===== src/rtl/brj_pkg.sv =====
package brj_pkg;

  localparam int XLEN       = 64;
  localparam int ILEN       = 32;
  localparam int OPC_W      = 6;
  localparam int REG_W      = 5;
  localparam int DISP_W     = 21;
  localparam int INSN_BYTES = 4;

  localparam logic [5:0] OPC_JUMP   = 6'h1A;
  localparam logic [5:0] OPC_BR     = 6'h30;
  localparam logic [5:0] OPC_BSR    = 6'h34;
  localparam logic [2:0] COND_GROUP = 3'b111;

  typedef enum logic [1:0] {
    CLS_OTHER  = 2'd0,
    CLS_UNCOND = 2'd1,
    CLS_COND   = 2'd2,
    CLS_JUMP   = 2'd3
  } xfer_cls_e;

  // encoding equals the low three opcode bits of the conditional group
  typedef enum logic [2:0] {
    TST_LOW_CLR = 3'd0,
    TST_ZERO    = 3'd1,
    TST_NEG     = 3'd2,
    TST_NONPOS  = 3'd3,
    TST_LOW_SET = 3'd4,
    TST_NZERO   = 3'd5,
    TST_NONNEG  = 3'd6,
    TST_POS     = 3'd7
  } tst_e;

endpackage


===== src/rtl/brj_decode.sv =====
module brj_decode
  import brj_pkg::*;
#(
  parameter int IW = ILEN,
  parameter int OW = OPC_W,
  parameter int RW = REG_W,
  parameter int DW = DISP_W
) (
  input  logic [IW-1:0] insn_i,
  output xfer_cls_e     cls_o,
  output tst_e          tst_o,
  output logic          ra_zero_o,
  output logic [DW-1:0] disp_o
);

  localparam int RA_LSB = IW - OW - RW;

  logic [OW-1:0] opc;
  logic [RW-1:0] ra_idx;
  logic [DW-1:0] disp_raw;

  assign opc      = insn_i[IW-1 -: OW];
  assign ra_idx   = insn_i[RA_LSB +: RW];
  assign disp_raw = insn_i[DW-1:0];

  // register index with all ones is the hard-wired zero register
  function automatic logic is_zero_reg(input logic [RW-1:0] idx);
    return &idx;
  endfunction

  function automatic xfer_cls_e classify(input logic [OW-1:0] op);
    xfer_cls_e c;
    if (op == OW'(OPC_JUMP))                          c = CLS_JUMP;
    else if (op == OW'(OPC_BR) || op == OW'(OPC_BSR)) c = CLS_UNCOND;
    else if (op[OW-1 -: 3] == COND_GROUP)             c = CLS_COND;
    else                                              c = CLS_OTHER;
    return c;
  endfunction

  assign cls_o     = classify(opc);
  assign tst_o     = tst_e'(opc[2:0]);
  assign ra_zero_o = is_zero_reg(ra_idx);
  assign disp_o    = disp_raw;

endmodule


===== src/rtl/brj_cond_eval.sv =====
module brj_cond_eval
  import brj_pkg::*;
#(
  parameter int XW         = XLEN,
  parameter int COND_STYLE = 0
) (
  input  logic [XW-1:0] val_i,
  input  tst_e          tst_i,
  output logic          hit_o
);

  logic is_zero, is_neg, low_bit;

  assign is_zero = (val_i == '0);
  assign is_neg  = val_i[XW-1];
  assign low_bit = val_i[0];

  if (COND_STYLE == 0) begin : g_full
    // one decoder arm per test
    always_comb begin
      unique case (tst_i)
        TST_LOW_CLR: hit_o = !low_bit;
        TST_ZERO:    hit_o = is_zero;
        TST_NEG:     hit_o = is_neg;
        TST_NONPOS:  hit_o = is_neg || is_zero;
        TST_LOW_SET: hit_o = low_bit;
        TST_NZERO:   hit_o = !is_zero;
        TST_NONNEG:  hit_o = !is_neg;
        TST_POS:     hit_o = !is_neg && !is_zero;
        default:     hit_o = 1'b0;
      endcase
    end
  end else begin : g_fold
    // four base tests, bit 2 of the code inverts the sense
    logic base;
    logic [1:0] sel;
    logic inv;
    assign sel = tst_i[1:0];
    assign inv = tst_i[2];
    always_comb begin
      unique case (sel)
        2'd0: base = !low_bit;
        2'd1: base = is_zero;
        2'd2: base = is_neg;
        default: base = is_neg || is_zero;
      endcase
    end
    assign hit_o = base ^ inv;
  end

endmodule


===== src/rtl/brj_target.sv =====
module brj_target
  import brj_pkg::*;
#(
  parameter int XW = XLEN,
  parameter int DW = DISP_W
) (
  input  logic [XW-1:0] pc_i,
  input  logic [DW-1:0] disp_i,
  input  logic [XW-1:0] rb_val_i,
  output logic [XW-1:0] seq_pc_o,
  output logic [XW-1:0] br_tgt_o,
  output logic [XW-1:0] jmp_tgt_o
);

  localparam int EXT_W = XW - DW - 2;

  function automatic logic [XW-1:0] step_pc(input logic [XW-1:0] pc);
    return pc + XW'(INSN_BYTES);
  endfunction

  function automatic logic [XW-1:0] word_offset(input logic [DW-1:0] d);
    return {{EXT_W{d[DW-1]}}, d, 2'b00};
  endfunction

  function automatic logic [XW-1:0] align_jump(input logic [XW-1:0] v);
    return {v[XW-1:1], 1'b0};
  endfunction

  assign seq_pc_o  = step_pc(pc_i);
  assign br_tgt_o  = seq_pc_o + word_offset(disp_i);
  assign jmp_tgt_o = align_jump(rb_val_i);

endmodule


===== src/rtl/brj_next_pc.sv =====
module brj_next_pc
  import brj_pkg::*;
#(
  parameter int XW         = XLEN,
  parameter int IW         = ILEN,
  parameter int OW         = OPC_W,
  parameter int RW         = REG_W,
  parameter int DW         = DISP_W,
  parameter int COND_STYLE = 0
) (
  input  logic [XW-1:0] cur_pc_i,
  input  logic [IW-1:0] insn_i,
  input  logic [XW-1:0] ra_val_i,
  input  logic [XW-1:0] rb_val_i,
  output logic [XW-1:0] next_pc_o,
  output logic          taken_o,
  output logic [XW-1:0] link_val_o,
  output logic          link_we_o,
  output logic          not_ctl_o
);

  xfer_cls_e     cls;
  tst_e          tst;
  logic [DW-1:0] disp;
  logic [XW-1:0] seq_pc, br_tgt, jmp_tgt;

  // named events for the checker
  logic is_uncond_w, is_cond_w, is_jump_w, is_other_w;
  logic cond_hit_w, ra_zero_w;

  brj_decode #(.IW(IW), .OW(OW), .RW(RW), .DW(DW)) u_dec (
    .insn_i    (insn_i),
    .cls_o     (cls),
    .tst_o     (tst),
    .ra_zero_o (ra_zero_w),
    .disp_o    (disp)
  );

  brj_cond_eval #(.XW(XW), .COND_STYLE(COND_STYLE)) u_cond (
    .val_i (ra_val_i),
    .tst_i (tst),
    .hit_o (cond_hit_w)
  );

  brj_target #(.XW(XW), .DW(DW)) u_tgt (
    .pc_i      (cur_pc_i),
    .disp_i    (disp),
    .rb_val_i  (rb_val_i),
    .seq_pc_o  (seq_pc),
    .br_tgt_o  (br_tgt),
    .jmp_tgt_o (jmp_tgt)
  );

  assign is_uncond_w = (cls == CLS_UNCOND);
  assign is_cond_w   = (cls == CLS_COND);
  assign is_jump_w   = (cls == CLS_JUMP);
  assign is_other_w  = (cls == CLS_OTHER);

  always_comb begin
    next_pc_o = seq_pc;
    taken_o   = 1'b0;
    link_we_o = 1'b0;
    not_ctl_o = 1'b0;
    unique case (cls)
      CLS_UNCOND: begin
        next_pc_o = br_tgt;
        taken_o   = 1'b1;
        link_we_o = !ra_zero_w;
      end
      CLS_COND: begin
        if (cond_hit_w) begin
          next_pc_o = br_tgt;
          taken_o   = 1'b1;
        end
      end
      CLS_JUMP: begin
        next_pc_o = jmp_tgt;
        taken_o   = 1'b1;
        link_we_o = !ra_zero_w;
      end
      default: not_ctl_o = 1'b1;
    endcase
  end

  assign link_val_o = seq_pc;

endmodule


===== config.mk =====
export PLATFORM = sky130hd
export DESIGN_NAME = brj_next_pc
export DESIGN_NICKNAME = d
export VERILOG_FILES = /design/src/rtl/brj_pkg.sv /design/src/rtl/brj_decode.sv /design/src/rtl/brj_cond_eval.sv /design/src/rtl/brj_target.sv /design/src/rtl/brj_next_pc.sv
export SDC_FILE = /design/constraint.sdc
export NUM_CORES = 1
export LEC_CHECK = 0
export ABC_AREA = 1
export BUFFER_PORTS_ARGS = -buffer_cell sky130_fd_sc_hd__clkbuf_2
export CAP_MARGIN = 20
export CORE_MARGIN = 2
export CORE_UTILIZATION = 47
export DETAILED_ROUTE_END_ITERATION = 16
export PLACE_DENSITY = 0.84
export SYNTH_ARGS = -nofsm -noshare
export SYNTH_HDL_FRONTEND = slang
export SYNTH_SLANG_ARGS = --single-unit

===== constraint.sdc =====
create_clock -name vclk -period 4.3
set_input_delay 0.86 -clock vclk [all_inputs]
set_output_delay 0.86 -clock vclk [all_outputs]
set_load 0.03 [all_outputs]

==> results of run 1 <==
stage by stage:
stage | cell area [µm²] | util [%] | TNS, ns
after global placement | 14400 | 79.4 | -30.71
after detailed placement | 14400 | 79.4 | -33.93
after floorplan | 9340 | - | -2.46
cell families after synthesis:
family | Yosys count
and+or+nand+nor | 1164
buffers and inverters | 302
AOI/OAI and AO/OA | 158
xor gates and xnor gates | 97
adders and majority gates | 73
synth_stat cells (all sizes together) (8+ instances only):
library cell and number:
nand2 691, inv 276, nor2 234, nand3 159, a21oi 92, ha 72
xor2 70, nor3 30, nand4 29, xnor2 26, o21ai 23, o21bai 20
buf 13, clkbuf 13, a211oi 9, nor4 8
==> results.json, run 1 <==
{
  "outcome": "did not finish",
  "stop_stage": "clock tree synthesis (4_1_cts)",
  "error": "[ERROR DPL-0033] detailed placement checks failed during check placement.",
  "dp_slack_ns": -0.898,
  "muxShareOfSynthArea_pct": 0,
  "postCtsSetupBuffers": 64,
  "die_w_um": 140,
  "synth-xor-area-share_pct": 9.93,
  "netlist_area_mm2": 0.00870,
  "portBuffers": 354,
  "synth.avg_cell_area_um2": 4.85,
  "ys_seq_area_share_pct": 0,
  "synth_fa_ha_area_share_pct": 10.6,
  "synth-compound-area-share_pct": 10.5,
  "num_rows": 49,
  "die_y_um": 140,
  "yosys.area.top_type": "nand2_1",
  "synth_top_family_by_area": "simple AND/OR/NAND/NOR gates",
  "syn_nets": 2091,
  "pin_count": 355,
  "synth_area_leaders": "nand2_1 (30%), inv_1 (12%), ha_1 (10%)",
  "cts_resized": 618,
  "place_inst": 2762,
  "dp_hpwl_mm": 40.4,
  "synth_cell_type_count": 41,
  "synth_warnings": 0,
  "initial_core_util_pct": 48.1,
  "synth_top_area_share_pct": 29.7,
  "gp_congestion": 1.12,
  "synth_cells": 1794,
  "synthSimpleGateAreaFrac_pct": 55.1,
  "postCtsHoldBufs": 0
}
==> run 2: changes to the inputs <==
Settings changed: CORE_UTILIZATION 47 to 40, PLACE_DENSITY 0.84 to unset, PLACE_DENSITY_LB_ADDON set to 0.15.
Clock period 4.3 ns to 5.6 ns, I/O delays scaled along.
==> run 2 against run 1 <==
Net effect: the flow now finishes without violations; area after synthesis unchanged; synthesized cell count unchanged.
==> results.json, run 2 <==
{
  "worstPathMaxFanout": 5,
  "drc_errors": 0,
  "wl_met1_mm": 18.3,
  "synth_warnings": 0,
  "max-slew-margin-rel_pct": 42.0,
  "power_density_mw_per_mm2": 103,
  "die-area_mm2": 0.0229,
  "period_minus_slack_ns": 5.55,
  "antenna_found_initial": 1,
  "yosysMostFrequentCell": "nand2_1",
  "endpoint_kind": "output port",
  "syn2layout_area_growth_pct": 69.5,
  "grtUsageTotal_pct": 37.1,
  "postCtsHoldBufs": 0,
  "die_w_um": 151,
  "core_mm2": 0.0212,
  "met2_length_mm": 21.3,
  "layout.cells.most_common": "nand2_1",
  "endpoint": "next_pc_o[58]",
  "finalSetupViolations": 0,
  "yosys.area.top_type": "nand2_1",
  "synth.avg_cell_area_um2": 4.85,
  "cp_slowest_cell": "or2_2",
  "drtAntennaViolNets": 0,
  "worst_setup_path_start_kind": "input pin",
  "synth_commonest_cells": "nand2_1 (688), inv_1 (273), nor2_1 (231)",
  "rsz0062_at_grt": "true",
  "drive_gt1_share_pct": 40.4,
  "max_freq_ghz": 0.180,
  "grt_pass1_wl_mm": 66.0,
  "cp_cell_sequence": "clkbuf_2 -> nand2_1 -> nor2_1 -> nand2_2 -> buf_4 -> inv_1 -> nand2_2 -> nor4b_4 -> xor2_1 -> ha_1 -> a21oi_1 -> o21ai_0 -> or2_2 -> a21oi_1 -> nand3_1 -> nand2_1 -> nand2_1 -> nand2_1 -> nand3_2 -> clkbuf_8",
  "pin_count": 355,
  "arrival_ns": 4.43,
  "top_layer_used": "met4",
  "synth_area_leaders": "nand2_1 (30%), inv_1 (12%), ha_1 (10%)",
  "ys_seq_area_share_pct": 0,
  "grt_pass1_vias": 12700,
  "num_vias": 14200,
  "gp_congestion": 0.992,
  "synth_top_area_share_pct": 29.7,
  "final_cell_mix": "nand2_1 (627), buf_4 (350), clkbuf_2 (327)",
  "crit_start": "cur_pc_i[5]",
  "drv_slew": 0,
  "worstPathRequired_ns": 4.48,
  "ir_drop_mv": 0.0684,
  "outcome": "finished clean",
  "netlist_area_mm2": 0.00870,
  "tightestPinTransition_ns": 0.870,
  "die_y_um": 151,
  "drt_iter0_markers": 956,
  "grt_overflow": 0,
  "holdCritPathClass": "in -> out",
  "fillers": 2037,
  "design.seq.count": 0,
  "crit_top_cell": "nand2_1",
  "grt_max_degree": 65,
  "place_inst": 2718,
  "dp_hpwl_mm": 38.6,
  "num_rows": 53,
  "cp_num_cells": 20,
  "wl_mm": 45.9,
  "hold_violations": 0,
  "slowest_delay_ns": 0.33,
  "syn_nets": 2091,
  "clock_buffers": 0,
  "firstDrtPassIters": 6,
  "synth_cells": 1794,
  "total_power_mw": 1.52,
  "period_share_pct": 99.2,
  "wire_per_inst_um": 16.8,
  "leakagePower_nw": 8.23,
  "crit_buf_inv": 4,
  "criticalPathCategory": "in -> out",
  "cap_violations": 0,
  "path_delay_family": "simple AND/OR/NAND/NOR gates",
  "route.met3.wl_mm": 3.89,
  "fin_nets": 2761,
  "final_cells": 2738,
  "portBuffers": 354,
  "initial_core_util_pct": 41.1,
  "seq_area_um2": 0,
  "hold_slack_ns": 2.50,
  "synth_cell_type_count": 41,
  "via_per_inst": 5.18
}
run 2: cell counts after synthesis:
No cell type changed its count.
run 2: per-layer routing:
layer | up-vias | track usage (%)
met5 | - | 0
met2 | 657 | 63.9
met4 | 0 | 15.6
met1 | 6398 | 46.3
li1 | 6987 | -
met3 | 138 | 5.03
run 2: cell type report:
type | instances | area, µm² | share of cell area [%]
multi-input cells | 1492 | 8930 | 60.6
repair buffers | 694 | 4420 | 30.0
inverters | 276 | 1040 | 7.05
well taps | 275 | 344 | 2.33
diodes | 1 | 2.50 | 0.0170
run 2: where the power goes:
group	total, mW	internal (mW)	switching (mW)
sequential	0	0	0
clock	0.0000000244	0.0000000244	0
combinational	1.52	0.604	0.911
run 2: repair_timing:
action	4_1_cts	5_1_grt
pin swaps	12	67
buffers inserted	3	18
gates resized for setup	73	315
endpoints found under the setup margin	32	43
run 2: how the worst min path moves through the flow:
stage	startpoint	to	cells past startpoint	slack, ns
final	cur_pc_i[0]	link_val_o[0]	2	2.50
after global routing	cur_pc_i[0]	link_val_o[0]	2	2.52
after CTS	cur_pc_i[0]	link_val_o[0]	2	2.50
after detailed placement	cur_pc_i[0]	link_val_o[0]	2	2.50
after global placement	cur_pc_i[0]	link_val_o[0]	2	2.50
after floorplan	cur_pc_i[2]	link_val_o[2]	1	2.37
run 2: cell families after synthesis:
logic type / after synthesis / synth area share [%]
AO/OA/AOI/OAI: 158 / 10.5
buffers and inverters: 302 / 13.9
AND/OR/NAND/NOR: 1164 / 55.1
XOR/XNOR: 97 / 9.93
adder cells (fa/ha/maj): 73 / 10.6
run 2: through the flow:
| stage | instance area [µm²] | utilization [%] | setup TNS (ns) | setup WS [ns] |
|---|---|---|---|---|
| after floorplan | 8700 | - | 0 | 0.0986 |
| after global placement | 13100 | 61.8 | -2.53 | -0.285 |
| after detailed placement | 13100 | 61.8 | -3.21 | -0.267 |
| after CTS | 13400 | 63.4 | -0.0266 | -0.0266 |
| after global routing | 14700 | 69.7 | -0.947 | -0.119 |
| final | 14700 | 69.7 | 0 | 0.0469 |
Power figures use the tool's default switching activity.
